<file path="config.mk">
export PLATFORM = sky130hd
export DESIGN_NAME = bitbang_port
export DESIGN_NICKNAME = d
export VERILOG_FILES = /design/src/rtl/bb_pkg.sv /design/src/rtl/bb_sync.sv /design/src/rtl/bb_mode_ctl.sv /design/src/rtl/bb_engine.sv /design/src/rtl/bitbang_port.sv
export SDC_FILE = /design/constraint.sdc
export NUM_CORES = 1
export LEC_CHECK = 0
export ABC_AREA = 1
export BUFFER_PORTS_ARGS = -buffer_cell sky130_fd_sc_hd__clkbuf_2
export CAP_MARGIN = 20
export CORE_MARGIN = 4
export CORE_UTILIZATION = 42
export CTS_CLUSTER_SIZE = 10
export DETAILED_ROUTE_END_ITERATION = 10
export GPL_TIMING_DRIVEN = 0
export PLACE_DENSITY = 0.75
export SYNTH_ARGS = -nofsm -noshare
export SYNTH_HDL_FRONTEND = slang
export SYNTH_SLANG_ARGS = --single-unit
</file>
<file path="constraint.sdc">
create_clock -name clk -period 1.5 [get_ports clk]
set_clock_uncertainty 0.05 [all_clocks]
set_input_delay 0 -clock clk [delete_from_list [all_inputs] [get_ports clk]]
set_output_delay 0 -clock clk [all_outputs]
set_load 0.005 [all_outputs]
</file>
<file path="src/rtl/bb_pkg.sv">
package bb_pkg;
    localparam int unsigned PIN_W  = 8;
    localparam int unsigned CODE_W = 8;
    localparam logic [CODE_W-1:0] CODE_PACED = 8'h01;
    localparam logic [CODE_W-1:0] CODE_LOCK  = 8'h04;

    typedef enum logic [1:0] {
        MODE_OFF   = 2'd0,
        MODE_PACED = 2'd1,
        MODE_LOCK  = 2'd2
    } bb_mode_e;

    function automatic bb_mode_e decode_mode(input logic [CODE_W-1:0] code);
        if (code == CODE_PACED)     return MODE_PACED;
        else if (code == CODE_LOCK) return MODE_LOCK;
        else                        return MODE_OFF;
    endfunction
endpackage

</file>
<file path="src/rtl/bb_sync.sv">
module bb_sync #(
    parameter int unsigned WIDTH  = 8,
    parameter int unsigned STAGES = 2
) (
    input  logic             clk,
    input  logic             rst_n,
    input  logic [WIDTH-1:0] async_i,
    output logic [WIDTH-1:0] sync_o
);
    logic [WIDTH-1:0] stage_q [STAGES];

    for (genvar s = 0; s < STAGES; s++) begin : g_stage
        if (s == 0) begin : g_first
            always_ff @(posedge clk or negedge rst_n) begin
                if (!rst_n) stage_q[s] <= '0;
                else        stage_q[s] <= async_i;
            end
        end else begin : g_next
            always_ff @(posedge clk or negedge rst_n) begin
                if (!rst_n) stage_q[s] <= '0;
                else        stage_q[s] <= stage_q[s-1];
            end
        end
    end

    assign sync_o = stage_q[STAGES-1];
endmodule

</file>
<file path="src/rtl/bb_mode_ctl.sv">
module bb_mode_ctl
    import bb_pkg::*;
(
    input  logic              clk,
    input  logic              rst_n,
    input  logic [CODE_W-1:0] code_i,
    input  logic              busy_i,
    output bb_mode_e          mode_o
);
    bb_mode_e mode_d, mode_q;

    always_comb begin
        mode_d = mode_q;
        if (!busy_i) mode_d = decode_mode(code_i);
    end

    always_ff @(posedge clk or negedge rst_n) begin
        if (!rst_n) mode_q <= MODE_OFF;
        else        mode_q <= mode_d;
    end

    assign mode_o = mode_q;


    mode_frozen_chk: assert property (@(posedge clk) disable iff (!rst_n)
        busy_i |=> $stable(mode_q));
endmodule

</file>
<file path="src/rtl/bb_engine.sv">
module bb_engine
    import bb_pkg::*;
(
    input  logic             clk,
    input  logic             rst_n,
    input  bb_mode_e         mode_i,
    input  logic [PIN_W-1:0] dir_i,
    input  logic             tick_i,
    input  logic             cmd_valid_i,
    output logic             cmd_ready_o,
    input  logic [PIN_W-1:0] cmd_data_i,
    output logic             ret_valid_o,
    input  logic             ret_ready_i,
    output logic [PIN_W-1:0] ret_data_o,
    input  logic [PIN_W-1:0] pin_sync_i,
    output logic [PIN_W-1:0] latch_o,
    output logic             accept_o
);
    typedef struct packed {
        logic [PIN_W-1:0] latch;
        logic             rvalid;
        logic [PIN_W-1:0] rdata;
    } eng_state_t;

    eng_state_t st_d, st_q;
    logic slot_free, ready, accept;

    always_comb begin
        st_d      = st_q;
        slot_free = !st_q.rvalid || ret_ready_i;
        unique case (mode_i)
            MODE_PACED: ready = tick_i;
            MODE_LOCK:  ready = slot_free;
            default:    ready = 1'b0;
        endcase
        accept = cmd_valid_i && ready;

        if (st_q.rvalid && ret_ready_i) st_d.rvalid = 1'b0;
        if (accept) begin
            if (mode_i == MODE_LOCK) begin
                st_d.rvalid = 1'b1;
                st_d.rdata  = (pin_sync_i & ~dir_i) | (st_q.latch & dir_i);
            end
            st_d.latch = cmd_data_i;
        end
    end

    always_ff @(posedge clk or negedge rst_n) begin
        if (!rst_n) begin
            st_q.latch  <= '1;
            st_q.rvalid <= 1'b0;
            st_q.rdata  <= '0;
        end else begin
            st_q <= st_d;
        end
    end

    assign cmd_ready_o = ready;
    assign ret_valid_o = st_q.rvalid;
    assign ret_data_o  = st_q.rdata;
    assign latch_o     = st_q.latch;
    assign accept_o    = accept;


    off_idle_chk: assert property (@(posedge clk) disable iff (!rst_n)
        (mode_i == MODE_OFF) |-> !cmd_ready_o);

    paced_tick_chk: assert property (@(posedge clk) disable iff (!rst_n)
        (mode_i == MODE_PACED && cmd_valid_i && cmd_ready_o) |-> tick_i);

    latch_hold_chk: assert property (@(posedge clk) disable iff (!rst_n)
        !(cmd_valid_i && cmd_ready_o) |=> $stable(latch_o));

    ret_hold_chk: assert property (@(posedge clk) disable iff (!rst_n)
        (ret_valid_o && !ret_ready_i) |=> (ret_valid_o && $stable(ret_data_o)));

    ret_issue_chk: assert property (@(posedge clk) disable iff (!rst_n)
        (mode_i == MODE_LOCK && cmd_valid_i && cmd_ready_o) |=> ret_valid_o);

    stall_chk: assert property (@(posedge clk) disable iff (!rst_n)
        (mode_i == MODE_LOCK && ret_valid_o && !ret_ready_i) |-> !cmd_ready_o);

    paced_silent_chk: assert property (@(posedge clk) disable iff (!rst_n)
        (mode_i == MODE_PACED && !ret_valid_o) |=> !ret_valid_o);
endmodule

</file>
<file path="src/rtl/bitbang_port.sv">
module bitbang_port
    import bb_pkg::*;
(
    input  logic       clk,
    input  logic       rst_n,
    input  logic [7:0] mode_code,
    input  logic [7:0] dir_mask,
    input  logic       rate_tick,
    input  logic       cmd_valid,
    output logic       cmd_ready,
    input  logic [7:0] cmd_data,
    output logic       ret_valid,
    input  logic       ret_ready,
    output logic [7:0] ret_data,
    input  logic [7:0] pin_i,
    output logic [7:0] pin_o,
    output logic [7:0] pin_oe
);
    localparam int unsigned SYNC_STAGES = 2;

    bb_mode_e         mode;
    logic             accept;
    logic [PIN_W-1:0] pin_sync;
    logic [PIN_W-1:0] latch;

    bb_sync #(.WIDTH(PIN_W), .STAGES(SYNC_STAGES)) i_sync (
        .clk(clk), .rst_n(rst_n), .async_i(pin_i), .sync_o(pin_sync)
    );

    bb_mode_ctl i_mode (
        .clk(clk), .rst_n(rst_n), .code_i(mode_code),
        .busy_i(accept), .mode_o(mode)
    );

    bb_engine i_engine (
        .clk(clk), .rst_n(rst_n), .mode_i(mode), .dir_i(dir_mask),
        .tick_i(rate_tick), .cmd_valid_i(cmd_valid), .cmd_ready_o(cmd_ready),
        .cmd_data_i(cmd_data), .ret_valid_o(ret_valid), .ret_ready_i(ret_ready),
        .ret_data_o(ret_data), .pin_sync_i(pin_sync), .latch_o(latch),
        .accept_o(accept)
    );

    assign pin_o  = latch;
    assign pin_oe = (mode == MODE_OFF) ? '0 : dir_mask;


    oe_mask_chk: assert property (@(posedge clk) disable iff (!rst_n)
        (pin_oe & ~dir_mask) == '0);
endmodule

</file>
==> impl_results.md, run 1 <==
* Fill count at 269
* Initial Util at 43.6%
* N_diodes at 0
* Least-Margin Pin Slew at 0.851 ns
* R2R Setup Slk at 0.04 ns
* Clock power frac at 38.4%
* Final ANT Viol Nets at 0
* Reg2reg end: i_engine.ret_data_o[4]
* Worst r2r path cells at 8
* CTS max path bufs at 2
* Critical Path RT at 1.45 ns
* Pre-CTS setup slack at -0.0623 ns
* Final Max Slew Viols at 0
* Core Footprint at 3360 µm²
* Synth Area in Adders at 2.56%
* Htree depth at 2
* Cell mode on critical path: buf_6
* FF+latch count, synth at 35
* Residual DRC at 0
* Synth Area in XOR/XNOR at 0%
* Ranking of synthesized cells by area: dfrtp_1 46%, nand2_1 17%, dfstp_2 14%
* Post-Syn Area per Cell at 9.28 µm²
* Hold EP: i_engine.ret_valid_o
* Most common cell after layout, fill and taps aside: nand2_1
* Share of layout cells above drive strength 1 at 40.1%
* Psw at 398 µW
* First-pass GRT wire length at 6.16 mm
* Iteration-0 DRC count of the detailed router at 46
* Critical path startpoint category: flip-flop
* RSZ-0062 raised after global routing: true
* Mapped cell area at 1470 µm²
* Die height at 67.1 µm
* Vias at 1416
* Cells along the critical path: inv_4 -> ha_4 -> inv_2 -> a21oi_4 -> buf_6 -> buf_6
* Gate power share at 9.2%
* Clk pin slew, worst setup/hold paths at 0.10 ns
* Status: finished clean
* Met3 wirelength from detailed routing at 195 µm
* Largest net degree at the start of global routing at 36
* Max Clk Rate at 668 MHz
* Power Dens Cells at 771 nW/µm²
* Slowest cell on the critical path: dfrtp_2
* Sw Ratio at 21.5%
* CP max stage delay at 0.41 ns
* Sequential cell area fraction in the yosys report at 60.4%
* Wire length on met2 at 2.11 mm
* Lkg Pwr at 1.31 nW
* CP top delay family: flip-flops
* Placer Congestion at 0.720
* Setup WS post-layout at 0.00353 ns
* Mux contribution to synthesized area at 0%
* CP Capture Type: output port
* Most frequent cells in the layout: 63 x nand2_1, 61 x clkbuf_2, 31 x dlygate4sd3_1, 26 x dfrtp_1, 12 x nor2_1
* Endpoints failing hold at 0
* Simple-Gate Fraction of Synth Area at 29.6%
* Unique masters post-synth at 16
* HP Class: in -> reg
* Via density at 4.52
* Crit path DAT at 1.45 ns
* Largest family of logic cells by synthesized area: simple AND/OR/NAND/NOR gates
* Final WL at 3.90 mm
* Setup TNS at 0 ns
* Setup Crit Path Kind: reg -> out
* GRT Util Overall at 18.9%
* Max layer used: met4
* CTS Sinks at 35
* Max-cap viol count at 0
* TritonCTS clock tree: built
* IO Pins at 63
* Critical Path Fanout Max at 3
* Worst path bufs/invs at 4
* Synth Net Count at 198
* Placed Cells at 266
* Sequential Power Share at 52.5%
* WL/cell at 12.5 µm
* Cell Int Power at 1.45 mW
* Skew-Pair Late Insertion Delay at 0.33 ns
* M1 WL at 1.57 mm
* Layout net count at 306
* Fin crit share at 99.8%
* P&R area growth vs syn at 63.9%
* Synth Area in Compound Gates at 1.11%
* PortBufs at 62
* First-pass DRT Iterations at 4
* Max_slew headroom at 43.3%
* Fin crit period at 1.50 ns
* Synth warnings at 0
* CTS Buf Count at 5
* Leading area contributor after synthesis: dfrtp_1
* Reg-to-Reg Start: i_mode.mode_o[1]
* Gate Count Post-Synth at 158
* Root Driver: clkbuf_4
* GRT overflow at 0
* Worst hold path stage count at 5
* Synth top area share at 46.1%
* Placed wire-length estimate at 2.43 mm
* Initial antenna violation count at 0
* Cell row count at 21
* Die Wd at 67.1 µm
* Vias in the first global route at 1323
* Fin cells at 313
* Hold_sp: rate_tick
* Die footprint at 4500 µm²
* Final setup viols at 0
* VDD IR max at 0.618 mV
[per-layer routing]
| layer | global-route usage (%) | vias to the layer above |
|---|---|---|
| li1 | - | 711 |
| met1 | 22.6 | 666 |
| met2 | 32.0 | 35 |
| met3 | 4.55 | 4 |
| met4 | 8.35 | 0 |
| met5 | 0 | - |
[cell usage after synthesis]
library cell  instances
clkbuf_1              1
nor2_1               12
buf_4                 1
nand2_4               2
nand4_2               1
buf_2                 2
nand4_1               8
dfstp_2               8
buf_6                 2
nand3_1              11
ha_1                  3
a21oi_4               1
dfrtp_1              27
nor3_1                1
inv_1                13
nand2_1              65
[state kept, by name, summed over array words and instances (netlist names)]
register              count
i_engine.latch_o          8
i_engine.ret_data_o       8
i_sync.stage_q            8
i_sync.sync_o             8
i_mode.mode_o             2
i_engine.ret_valid_o      1
[tightest hold or removal path: cells and delay by family]
family        cells  cell delay (ns)
buf+inv           1             0.09
simple gates      4             0.35
[per-stage QoR]
stage	instance area (µm²)	hold slack, ns	util, %	power, mW
after floorplan	1470	-0.346	-	1.02
after global placement	1830	0.0578	54.5	1.09
after detailed placement	1830	0.0596	54.5	1.09
after CTS	2330	0.153	69.2	1.86
after global routing	2400	0.103	71.5	1.95
final	2400	0.0903	71.5	1.85
[cells by family (layout without fill, tap and decap cells)]
kind of cell               Yosys count  count (layout)
AOI/OAI and AO/OA                    1               1
adders and majority gates            3               3
buffers and inverters               19             127
DFF                                 35              35
and+or+nand+nor                    100             101
[how the worst max path moves through the flow]
stage                     startpoint                to  cells after the start
floorplan           i_mode.mode_o[0]  i_mode.mode_o[1]                      9
global placement    i_mode.mode_o[0]  i_mode.mode_o[1]                      9
detailed placement  i_mode.mode_o[0]  i_mode.mode_o[1]                      9
CTS                 i_mode.mode_o[0]         cmd_ready                      7
global route        i_mode.mode_o[1]         cmd_ready                      6
finish              i_mode.mode_o[1]         cmd_ready                      6
[repair_timing]
action                                  4_1_cts  5_1_grt
buffers inserted                              6        3
pin swaps                                     2        6
hold buffers                                 31        0
endpoints found under the hold margin        54        0
cloned                                        0        1
endpoints found under the setup margin       27       19
gates resized for setup                       7       11
[cell type report]
cell class | count | area, µm² | share of cell area [%]
tap | 46 | 57.6 | 2.39
multi-input combinational | 105 | 569 | 23.7
buffer | 4 | 32.5 | 1.35
inverter | 13 | 51.3 | 2.13
clock inverter | 2 | 35.0 | 1.46
timing repair buffer | 102 | 719 | 29.9
sequential | 35 | 887 | 36.9
clock buffer | 6 | 51.3 | 2.13
[power groups by stage]
stage / combinational (mW) / clock, mW / sequential, mW
6_report: 0.170 / 0.711 / 0.972
5_1_grt: 0.189 / 0.782 / 0.975
4_1_cts: 0.164 / 0.729 / 0.972
3_5_place_dp: 0.104 / 0 / 0.990
3_3_place_gp: 0.102 / 0 / 0.989
2_1_floorplan: 0.0289 / 0 / 0.988
No activity file was read; power rests on OpenSTA's default activity.
==> inputs of run 2 (changes only) <==
--- a/config.mk
+++ b/config.mk
@@ -9,11 +9,10 @@
 export BUFFER_PORTS_ARGS = -buffer_cell sky130_fd_sc_hd__clkbuf_2
 export CAP_MARGIN = 20
 export CORE_MARGIN = 4
-export CORE_UTILIZATION = 42
+export CORE_UTILIZATION = 30
 export CTS_CLUSTER_SIZE = 10
 export DETAILED_ROUTE_END_ITERATION = 10
 export GPL_TIMING_DRIVEN = 0
-export PLACE_DENSITY = 0.75
 export SYNTH_ARGS = -nofsm -noshare
 export SYNTH_HDL_FRONTEND = slang
 export SYNTH_SLANG_ARGS = --single-unit
==> run 2 against run 1 <==
Against the previous run: clock-buffer cell count is 1 higher; cell count is 2.9% higher; via count is 5.9% lower; fmax is 2.5% higher; sequential share of layout area is 2.1 points higher; sequential cell count stayed put; routed wire length is 3.9% lower; global-route usage is 5.6 points lower; worst setup slack better by 0.036 ns; first-iteration DRC count is 15% lower; final area is 5.3% lower; total power is 5.0% lower; largest power group unchanged; highest routed layer unchanged.
==> impl_results.md, run 2 (synthesized netlist as in run 1, its figures left out) <==
* P&R area growth vs syn at 55.2%
* Power Dens Cells at 773 nW/µm²
* Setup Crit Path Kind: reg -> out
* Die footprint at 6070 µm²
* Least-Margin Pin Slew at 0.859 ns
* Max Clk Rate at 685 MHz
* Lkg Pwr at 1.24 nW
* Worst hold path stage count at 5
* N_diodes at 0
* Max_slew headroom at 42.8%
* Placed wire-length estimate at 2.58 mm
* Residual DRC at 0
* Layout net count at 294
* Iteration-0 DRC count of the detailed router at 39
* Die Wd at 77.9 µm
* WL/cell at 11.6 µm
* Final ANT Viol Nets at 0
* Cell row count at 25
* Final setup viols at 0
* CTS Buf Count at 5
* Critical path startpoint category: flip-flop
* Vias at 1333
* Final Max Slew Viols at 0
* Crit path DAT at 1.41 ns
* R2R Setup Slk at 0.08 ns
* Initial antenna violation count at 0
* Final WL at 3.75 mm
* Core Footprint at 4720 µm²
* Endpoints failing hold at 0
* TritonCTS clock tree: built
* First-pass GRT wire length at 6.23 mm
* Critical Path Fanout Max at 4
* Initial Util at 31.0%
* Hold_sp: dir_mask[6]
* Hold EP: i_engine.ret_data_o[6]
* CTS max path bufs at 2
* Setup TNS at 0 ns
* GRT Util Overall at 13.4%
* PortBufs at 62
* CTS Sinks at 35
* Reg-to-Reg Start: i_mode.mode_o[0]
* Clk pin slew, worst setup/hold paths at 0.07 ns
* Vias in the first global route at 1346
* Die height at 77.9 µm
* Max-cap viol count at 0
* Htree depth at 2
* Fin crit share at 97.4%
* Critical Path RT at 1.45 ns
* Design Power at 1.76 mW
* Reg2reg end: i_engine.latch_o[1]
* Most common cell after layout, fill and taps aside: nand2_1
* Fin crit period at 1.46 ns
* VDD IR max at 0.333 mV
* Post-Place Cell Area at 1860 µm²
* Fin cells at 322
* Final Cell Area at 2280 µm²
* Status: finished clean
* Placed Cells at 287
* Worst r2r path cells at 8
* Most frequent cells in the layout: 64 x nand2_1, 62 x clkbuf_2, 26 x dfrtp_1, 21 x dlygate4sd3_1, 12 x nor2_1
* Via density at 4.14
* GRT overflow at 0
* IO Pins at 63
* Root Driver: clkbuf_8
* Largest net degree at the start of global routing at 36
* Share of layout cells above drive strength 1 at 39.2%
* Skew-Pair Late Insertion Delay at 0.28 ns
* HP Class: in -> reg
* Placer Congestion at 0.727
* First-pass DRT Iterations at 4
* CP Capture Type: output port
==> run 2: cell count changes in the layout (fill, tap and decap cells not counted), moves of 2 or more <==
cell	previous run	this run
nand3_2	2	0
clkbuf_8	1	5
nand3_1	9	11
dlygate4sd3_1	31	21
clkbuf_4	5	0
clkbuf_1	0	2
==> run 2: worst max path at each step <==
stage	startpoint	depth (start not counted)	slack [ns]	endpoint
global placement	i_mode.mode_o[0]	9	-0.04	i_mode.mode_o[1]
detailed placement	i_mode.mode_o[0]	9	-0.06	i_mode.mode_o[1]
floorplan	i_mode.mode_o[0]	9	0.11	i_mode.mode_o[1]
CTS	i_mode.mode_o[1]	6	-0.08	cmd_ready
finish	i_mode.mode_o[0]	6	0.04	cmd_ready
global route	i_mode.mode_o[0]	6	-0.02	cmd_ready
==> run 2: worst max-delay path, stage by stage (launching register included) <==
cell	delay, ns
dfrtp_1	0.38
inv_2	0.07
ha_4	0.27
inv_2	0.04
a21oi_4	0.13
buf_6	0.13
clkbuf_2	0.11
==> run 2: timing repair <==
item	CTS	global route
hold buffers	21	0
gates resized for setup	1	13
pin swaps	0	5
buffers inserted	3	5
setup endpoints to repair	19	28
endpoints found under the hold margin	46	0
==> run 2: area by class of cell <==
class / count / area [µm²]
tap: 67 / 83.8
timing repair buffer: 91 / 597
buffer: 4 / 32.5
inverter: 13 / 48.8
clock inverter: 1 / 5.00
fill: 454 / 2450
clock buffer: 7 / 76.3
multi-input combinational: 104 / 546
sequential: 35 / 887
==> run 2: per-layer routing <==
layer | GRT usage (%) | vias up | wire, µm
li1 | - | 680 | -
met1 | 16.2 | 603 | 1570
met2 | 22.3 | 44 | 1890
met3 | 4.18 | 6 | 244
met4 | 4.72 | 0 | 43
met5 | 0 | - | 0
==> run 2: through the flow <==
step / util (%) / hold slack (ns) / worst slack, ns
2_1_floorplan: - / -0.346 / 0.115
3_3_place_gp: 39.4 / 0.0595 / -0.0397
3_5_place_dp: 39.4 / 0.0596 / -0.0618
4_1_cts: 46.3 / 0.00816 / -0.0787
5_1_grt: 48.2 / 0.0219 / -0.0172
6_report: 48.2 / 0.0124 / 0.0396
==> run 2: where the power goes <==
part | switching, mW | total [mW] | internal, mW
combinational | 0.0705 | 0.149 | 0.0788
clock | 0.313 | 0.639 | 0.325
sequential | 0.00499 | 0.972 | 0.967
total | 0.389 | 1.76 | 1.37
